<file path="config.mk">
export PLATFORM = sky130hd
export DESIGN_NAME = rssi_energy_gen
export DESIGN_NICKNAME = d
export VERILOG_FILES = /design/src/rtl/rssi_pkg.sv /design/src/rtl/rssi_dsp_tick.sv /design/src/rtl/rssi_energy_hist.sv /design/src/rtl/rssi_pwm_chan.sv /design/src/rtl/rssi_energy_gen.sv
export SDC_FILE = /design/constraint.sdc
export NUM_CORES = 2
export LEC_CHECK = 0
export BUFFER_PORTS_ARGS = -buffer_cell sky130_fd_sc_hd__buf_2
export CORE_ASPECT_RATIO = 0.7
export CORE_MARGIN = 4
export CORE_UTILIZATION = 40
export DETAILED_ROUTE_END_ITERATION = 10
export PLACE_DENSITY = 0.64
export RECOVER_POWER = 50
export SKIP_LAST_GASP = 1
export SLEW_MARGIN = 0
export SYNTH_ARGS = -nofsm -noshare
export SYNTH_HDL_FRONTEND = slang
export SYNTH_SLANG_ARGS = --single-unit
</file>
<file path="constraint.sdc">
create_clock -name clk -period 16.65 [get_ports clk]
set_input_delay 0.8325 -clock clk [delete_from_list [all_inputs] [get_ports clk]]
set_output_delay 0.8325 -clock clk [all_outputs]
set_load 0.005 [all_outputs]
</file>
<file path="src/rtl/rssi_pkg.sv">
package rssi_pkg;

    // Number of calculation ticks per symbol
    localparam int unsigned CALC_TICKS    = 10;
    // Smallest divider is 2**DIV_BASE_LOG2
    localparam int unsigned DIV_BASE_LOG2 = 3;

    typedef enum logic [3:0] {
        ST_SQI     = 4'd0,
        ST_SQQ     = 4'd1,
        ST_SUM     = 4'd2,
        ST_HIST    = 4'd3,
        ST_DIFF    = 4'd4,
        ST_SCALE   = 4'd5,
        ST_SEL     = 4'd6,
        ST_CLAMP   = 4'd7,
        ST_HOLD    = 4'd8,
        ST_PUBLISH = 4'd9
    } calc_step_e;

endpackage

</file>
<file path="src/rtl/rssi_dsp_tick.sv">
module rssi_dsp_tick import rssi_pkg::*; #(
    parameter int unsigned DIVSEL_W = 2
) (
    input  logic                clk,
    input  logic                rst_n,
    input  logic                restart,
    input  logic [DIVSEL_W-1:0] sel,
    output logic                tick
);
    localparam int unsigned CNT_W = DIV_BASE_LOG2 + (2 ** DIVSEL_W) - 1;

    typedef struct packed {
        logic [CNT_W-1:0] cnt;
    } tick_t;

    tick_t t_d, t_q;
    logic [CNT_W-1:0] limit;

    always_comb begin
        limit = CNT_W'((1 << (DIV_BASE_LOG2 + int'(sel))) - 1);
        t_d   = t_q;
        tick  = 1'b0;
        if (restart) begin
            t_d.cnt = '0;
        end else if (t_q.cnt == limit) begin
            t_d.cnt = '0;
            tick    = 1'b1;
        end else begin
            t_d.cnt = t_q.cnt + 1'b1;
        end
    end

    always_ff @(posedge clk or negedge rst_n) begin
        if (!rst_n) t_q <= '0;
        else        t_q <= t_d;
    end
endmodule

</file>
<file path="src/rtl/rssi_energy_hist.sv">
module rssi_energy_hist #(
    parameter int unsigned EW    = 24,
    parameter int unsigned LAG_W = 4
) (
    input  logic             clk,
    input  logic             rst_n,
    input  logic             clr,
    input  logic             push,
    input  logic [EW-1:0]    din,
    input  logic [LAG_W-1:0] lag,
    output logic [EW-1:0]    old
);
    localparam int unsigned DEPTH = 2 ** LAG_W;

    typedef struct packed {
        logic [DEPTH-1:0][EW-1:0] mem;
        logic [LAG_W-1:0]         wp;
    } hist_t;

    hist_t h_d, h_q;
    logic [LAG_W-1:0] rd_idx;

    always_comb begin
        // wp points at the next free slot; wp-1 is one symbol back
        rd_idx = h_q.wp - lag;
        old    = h_q.mem[rd_idx];
        h_d    = h_q;
        if (clr) begin
            h_d = '0;
        end else if (push) begin
            h_d.mem[h_q.wp] = din;
            h_d.wp          = h_q.wp + 1'b1;
        end
    end

    always_ff @(posedge clk or negedge rst_n) begin
        if (!rst_n) h_q <= '0;
        else        h_q <= h_d;
    end
endmodule

</file>
<file path="src/rtl/rssi_pwm_chan.sv">
module rssi_pwm_chan #(
    parameter int unsigned W = 16
) (
    input  logic         clk,
    input  logic         rst_n,
    input  logic         load_req,
    input  logic [W-1:0] word_in,
    output logic         pwm_o,
    output logic [W-1:0] cnt_o,
    output logic [W-1:0] word_o
);
    typedef struct packed {
        logic [W-1:0] cnt;
        logic [W-1:0] word;
        logic [W-1:0] pend;
        logic         pend_v;
    } pwm_t;

    pwm_t p_d, p_q;

    always_comb begin
        p_d     = p_q;
        p_d.cnt = p_q.cnt + 1'b1;
        if (load_req) begin
            p_d.pend   = word_in;
            p_d.pend_v = 1'b1;
        end
        if (p_q.cnt == '1) begin
            if (load_req) begin
                p_d.word   = word_in;
                p_d.pend_v = 1'b0;
            end else if (p_q.pend_v) begin
                p_d.word   = p_q.pend;
                p_d.pend_v = 1'b0;
            end
        end
    end

    always_ff @(posedge clk or negedge rst_n) begin
        if (!rst_n) p_q <= '0;
        else        p_q <= p_d;
    end

    assign pwm_o  = (p_q.cnt < p_q.word);
    assign cnt_o  = p_q.cnt;
    assign word_o = p_q.word;
endmodule

</file>
<file path="src/rtl/rssi_energy_gen.sv">
module rssi_energy_gen import rssi_pkg::*; #(
    parameter int unsigned SAMPLE_W = 12,
    parameter int unsigned PWM_W    = 16,
    parameter int unsigned LAG_W    = 4,
    parameter int unsigned GAIN_W   = 4,
    parameter int unsigned DIVSEL_W = 2
) (
    input  logic                       clk,
    input  logic                       rst_n,
    input  logic                       sym_dump,
    input  logic signed [SAMPLE_W-1:0] sym_i,
    input  logic signed [SAMPLE_W-1:0] sym_q,
    input  logic                       track_en,
    input  logic [LAG_W-1:0]           dither_lag,
    input  logic [GAIN_W-1:0]          out_shift,
    input  logic [DIVSEL_W-1:0]        dsp_div,
    output logic                       rssi_trk_pwm,
    output logic                       rssi_lvl_pwm
);
    localparam int unsigned EW = 2 * SAMPLE_W;   // energy width
    localparam int unsigned DW = EW + 1;         // signed difference
    localparam int unsigned RW = EW + 2;         // signed with offset
    localparam int unsigned NCH = 2;
    localparam logic signed [RW-1:0] MID_OFS = RW'(2 ** (PWM_W - 1));
    localparam logic signed [RW-1:0] MAX_VAL = RW'((2 ** PWM_W) - 1);

    typedef struct packed {
        logic                       busy;
        calc_step_e                 step;
        logic                       trk;
        logic [GAIN_W-1:0]          gain;
        logic [LAG_W-1:0]           lag;
        logic [DIVSEL_W-1:0]        dsel;
        logic signed [SAMPLE_W-1:0] x;
        logic signed [SAMPLE_W-1:0] y;
        logic [EW-1:0]              sqx;
        logic [EW-1:0]              sqy;
        logic [EW-1:0]              nrg;
        logic [EW-1:0]              old;
        logic signed [DW-1:0]       diff;
        logic [EW-1:0]              sc_nrg;
        logic signed [DW-1:0]       sc_diff;
        logic signed [RW-1:0]       r1;
        logic signed [RW-1:0]       r2;
        logic [PWM_W-1:0]           w1;
        logic [PWM_W-1:0]           w2;
        logic                       dump_prev;
        logic                       trk_prev;
        logic                       publish;
    } calc_t;

    calc_t s_d, s_q;

    logic             trig;
    logic             tick;
    logic             hist_push;
    logic             trk_fall;
    logic [EW-1:0]    hist_old;
    logic [NCH-1:0]   pwm_bus;
    logic [PWM_W-1:0] pub_word [NCH];
    logic [PWM_W-1:0] pwm_cnt  [NCH];
    logic [PWM_W-1:0] pwm_word [NCH];

    function automatic logic [EW-1:0] square(input logic signed [SAMPLE_W-1:0] v);
        logic signed [EW-1:0] p;
        p = EW'(v) * EW'(v);
        return $unsigned(p);
    endfunction

    function automatic logic [PWM_W-1:0] clamp(input logic signed [RW-1:0] v);
        if (v < 0)            return '0;
        else if (v > MAX_VAL) return '1;
        else                  return v[PWM_W-1:0];
    endfunction

    assign trk_fall = s_q.trk_prev & ~track_en;

    always_comb begin
        s_d           = s_q;
        s_d.publish   = 1'b0;
        s_d.dump_prev = sym_dump;
        s_d.trk_prev  = track_en;
        hist_push     = 1'b0;
        trig          = sym_dump & ~s_q.dump_prev & ~s_q.busy;

        if (trig) begin
            s_d.busy = 1'b1;
            s_d.step = ST_SQI;
            s_d.x    = sym_i;
            s_d.y    = sym_q;
            s_d.trk  = track_en;
            s_d.gain = out_shift;
            s_d.lag  = dither_lag;
            s_d.dsel = dsp_div;
        end else if (s_q.busy && tick) begin
            case (s_q.step)
                ST_SQI:   s_d.sqx = square(s_q.x);
                ST_SQQ:   s_d.sqy = square(s_q.y);
                ST_SUM:   s_d.nrg = s_q.sqx + s_q.sqy;
                ST_HIST: begin
                    s_d.old   = (s_q.lag == '0) ? s_q.nrg : hist_old;
                    hist_push = 1'b1;
                end
                ST_DIFF:  s_d.diff = $signed({1'b0, s_q.nrg}) - $signed({1'b0, s_q.old});
                ST_SCALE: begin
                    s_d.sc_nrg  = s_q.nrg >> s_q.gain;
                    s_d.sc_diff = s_q.diff >>> s_q.gain;
                end
                ST_SEL: begin
                    s_d.r2 = $signed({2'b00, s_q.sc_nrg});
                    s_d.r1 = s_q.trk ? (MID_OFS + RW'(s_q.sc_diff))
                                     : $signed({2'b00, s_q.sc_nrg});
                end
                ST_CLAMP: begin
                    s_d.w1 = clamp(s_q.r1);
                    s_d.w2 = clamp(s_q.r2);
                end
                ST_HOLD:  ;
                ST_PUBLISH: begin
                    s_d.publish = 1'b1;
                    s_d.busy    = 1'b0;
                end
                default:  s_d.busy = 1'b0;
            endcase
            if (s_q.step != ST_PUBLISH) s_d.step = calc_step_e'(s_q.step + 4'd1);
        end
    end

    always_ff @(posedge clk or negedge rst_n) begin
        if (!rst_n) s_q <= '0;
        else        s_q <= s_d;
    end

    rssi_dsp_tick #(.DIVSEL_W(DIVSEL_W)) u_tick (
        .clk     (clk),
        .rst_n   (rst_n),
        .restart (trig),
        .sel     (s_q.dsel),
        .tick    (tick)
    );

    rssi_energy_hist #(.EW(EW), .LAG_W(LAG_W)) u_hist (
        .clk   (clk),
        .rst_n (rst_n),
        .clr   (trk_fall),
        .push  (hist_push),
        .din   (s_q.nrg),
        .lag   (s_q.lag),
        .old   (hist_old)
    );

    assign pub_word[0] = s_q.w1;
    assign pub_word[1] = s_q.w2;

    for (genvar g = 0; g < NCH; g++) begin : g_pwm
        rssi_pwm_chan #(.W(PWM_W)) u_pwm (
            .clk      (clk),
            .rst_n    (rst_n),
            .load_req (s_q.publish),
            .word_in  (pub_word[g]),
            .pwm_o    (pwm_bus[g]),
            .cnt_o    (pwm_cnt[g]),
            .word_o   (pwm_word[g])
        );
    end

    assign rssi_trk_pwm = pwm_bus[0];
    assign rssi_lvl_pwm = pwm_bus[1];
endmodule

</file>
==> results.yml <==
outcome:
  outcome: "finished, violations left"
  failed_checks: "max-capacitance violations, max-slew violations"
timing:
  max_freq_ghz: 0.111
  tightest_slew_ps: 5760
  setup_viol: 0
  slew_violations: 772
  fin_skew_ps: 38.2
  period_needed_ps: 8980
  finalCritPeriodShare_pct: 53.9
  setup_tns_ps: 0
  slew_headroom_pct: -284
  rsz0062_at_grt: "no"
  hold_violations: 0
setup_path:
  crit_family: "buffers and inverters"
  crit_type: "in2async"
  cp_common_cell: "buf_4"
  path_depth: 5
  rr_endpoint: "s_q[231]"
  r2r_setup_slack_ps: 10420
  slowest_stage: "clkbuf_1"
  worst_r2r_path_depth: 21
  end_kind: "asynchronous set/reset pin"
  crit_required_ps: 17390
  crit_path_start_kind: "input port"
  critPathMaxFanout: 100
  worst-path-buf-inv: 5
  cpPeakStageDelay_ps: 3870
  cp.arrival_ps: 9720
  cp_cell_sequence: "clkbuf_1 -> clkbuf_1 -> buf_4 -> buf_4 -> buf_4"
  rr_startpoint: "s_q[268]"
synthesis:
  synth_edf_count: 0
  seq_area_frac_synth_pct: 40.4
  syn_inst: 5169
  synth_top_area_share_pct: 40.4
  syn_nets: 5659
  yosys_register_bits: 785
  async_flop_share_pct: 100
  syn_avg_cell_area_um2: 9.41
  postSynth.topFlopCell: "dfrtp_1"
  synth.cell_area_mm2: 0.0487
  synthTopCellsByArea: "dfrtp_1 (40%), fa_1 (10%), nand2_1 (9.9%)"
  synth.distinct_cells: 74
  yosys.area.top_type: "dfrtp_1"
  yosys_warnings: 0
clocking:
  cts_sinks: 785
  cts_buffers: 82
  clk_latency_ps: 680
  cts_tree: "yes"
  clk_path_buf_depth: 3
  clkSlewWorstSetupHoldPaths_ps: 60
  cts_resized: 0
  post-cts-setup-buffers: 0
  hold_buffers: 0
  cts_max_level: 3
  root_buffer: "clkbuf_16"
min_path:
  hold_depth: 1
  holdCritStartpoint: "sym_dump"
  hold_path_class: "in2reg"
  min_to: "s_q[2]"
finish:
  final_net_count: 5519
  utilization_pct: 44.1
  area_growth_pct: 8.88
  layout-drive-gt1-share_pct: 9.01
  final_cell_mix: "nand2_1 (1281), dfrtp_1 (783), a21oi_1 (509), inv_1 (429), o21ai_0 (250)"
  mostFrequentLayoutCell: "nand2_1"
die:
  dieArea_mm2: 0.127
  start_util_pct: 40.5
  fp.dieH_um: 300
  fp-row-count: 106
  pin_count: 40
  core_area_mm2: 0.120
  die_w_um: 425
placed_design:
  dp_hpwl_um: 83800
  io_buffers: 39
  place_congestion: 0.871
global_routing:
  grt_antenna_before_repair: 5
  grt_pass1_wl_um: 201000
  grt_usage_pct: 19.5
  grt_pass1_vias: 35697
  grt_max_degree: 207
  grt_overflow: 0
routing:
  wl_um: 123000
  drt_iter0_markers: 3583
  drtAntennaViolNets: 0
  wl_per_cell_um: 18.3
  drc: 0
  first_pass_iters: 6
  via_per_inst: 5.37
  vias: 36040
run:
  drv_cap: 13
-- synth_stat cells (5+ instances only) --
library cell     n
and2_1          94
o31ai_1         35
o41ai_1          5
inv_1          429
and3_1          24
o21ai_0        249
nand2_1       1285
fa_1           250
buf_1           19
o2111ai_1        6
buf_4            6
mux2_2          92
a21oi_1        509
o211ai_1         5
nor2_1         173
clkbuf_1       226
a211oi_1        64
ha_1           202
o21a_1          15
a21o_1          43
nor4_1           8
a31oi_1         11
mux4_2         112
or2_2            7
nand4_1         19
xnor2_1         77
nand3_1         45
dfrtp_1        785
or3_1           16
xor2_1          53
a311oi_1        25
mux2i_1         62
nor3_1          21
nand3_2          7
buf_2           87
nand2b_1        14
nor2b_1         18
nor3b_1          6
-- routing by layer --
| layer | global-route usage, % | vias to the layer above | wire, um |
|---|---|---|---|
| met2 | 28.1 | 1120 | 52500 |
| met3 | 4.08 | 178 | 9150 |
| met4 | 5.16 | 4 | 2900 |
| met1 | 29.6 | 17945 | 58500 |
| met5 | 0 | - | 22 |
| li1 | - | 16793 | - |
-- worst max-delay path by stage --
stage	slack [ps]	start	to
2_1_floorplan	11120	s_q[259]	s_q[231]
4_1_cts	10480	s_q[268]	s_q[231]
3_3_place_gp	10600	s_q[268]	s_q[231]
5_1_grt	5640	rst_n	s_q[254]
6_report	7670	rst_n	s_q[254]
3_5_place_dp	10520	s_q[268]	s_q[231]
-- cell families (layout without fill, tap and decap cells) --
logic type	Yosys count	after routing	synth area share, %
simple gates	1763	1763	15.3
compound gates	1002	1002	11.7
flops	785	785	40.4
buf+inv	771	696	6.23
fa+ha+maj	452	452	15.5
mux	266	266	8.59
xor+xnor	130	130	2.34
other cells	0	2	0
-- layout make-up --
class / count / area, um2
tap: 1620 / 2030
timing repair buffer: 115 / 734
fill: 11430 / 67100
clock buffer: 113 / 2380
sequential: 785 / 19600
multi-input combinational: 3613 / 26000
clock inverter: 36 / 541
inverter: 432 / 1620
antenna: 2 / 5.00
-- per-stage QoR --
| step | worst slack (ps) | std cells | instance area (um2) | hold slack, ps |
|---|---|---|---|---|
| 2_1_floorplan | 11120 | 5169 | 48700 | 433 |
| 3_3_place_gp | 10600 | 6565 | 50200 | 450 |
| 3_5_place_dp | 10520 | 6565 | 50200 | 459 |
| 4_1_cts | 10480 | 6714 | 53100 | 223 |
| 5_1_grt | 5640 | 6714 | 53000 | 302 |
| 6_report | 7670 | 6716 | 53000 | 326 |
-- flip-flops by register name, indices dropped and copies added, names as in the netlist --
name	cells
g_pwm.u_pwm.cnt_o	32
g_pwm.u_pwm.p_q	34
g_pwm.u_pwm.word_o	32
pub_word	32
s_q	261
u_hist.h_q	388
u_tick.t_q	6
Power is left out: the tool's default activity adds up to more than one toggle a clock period on the data nets, which glitch-free logic cannot reach.
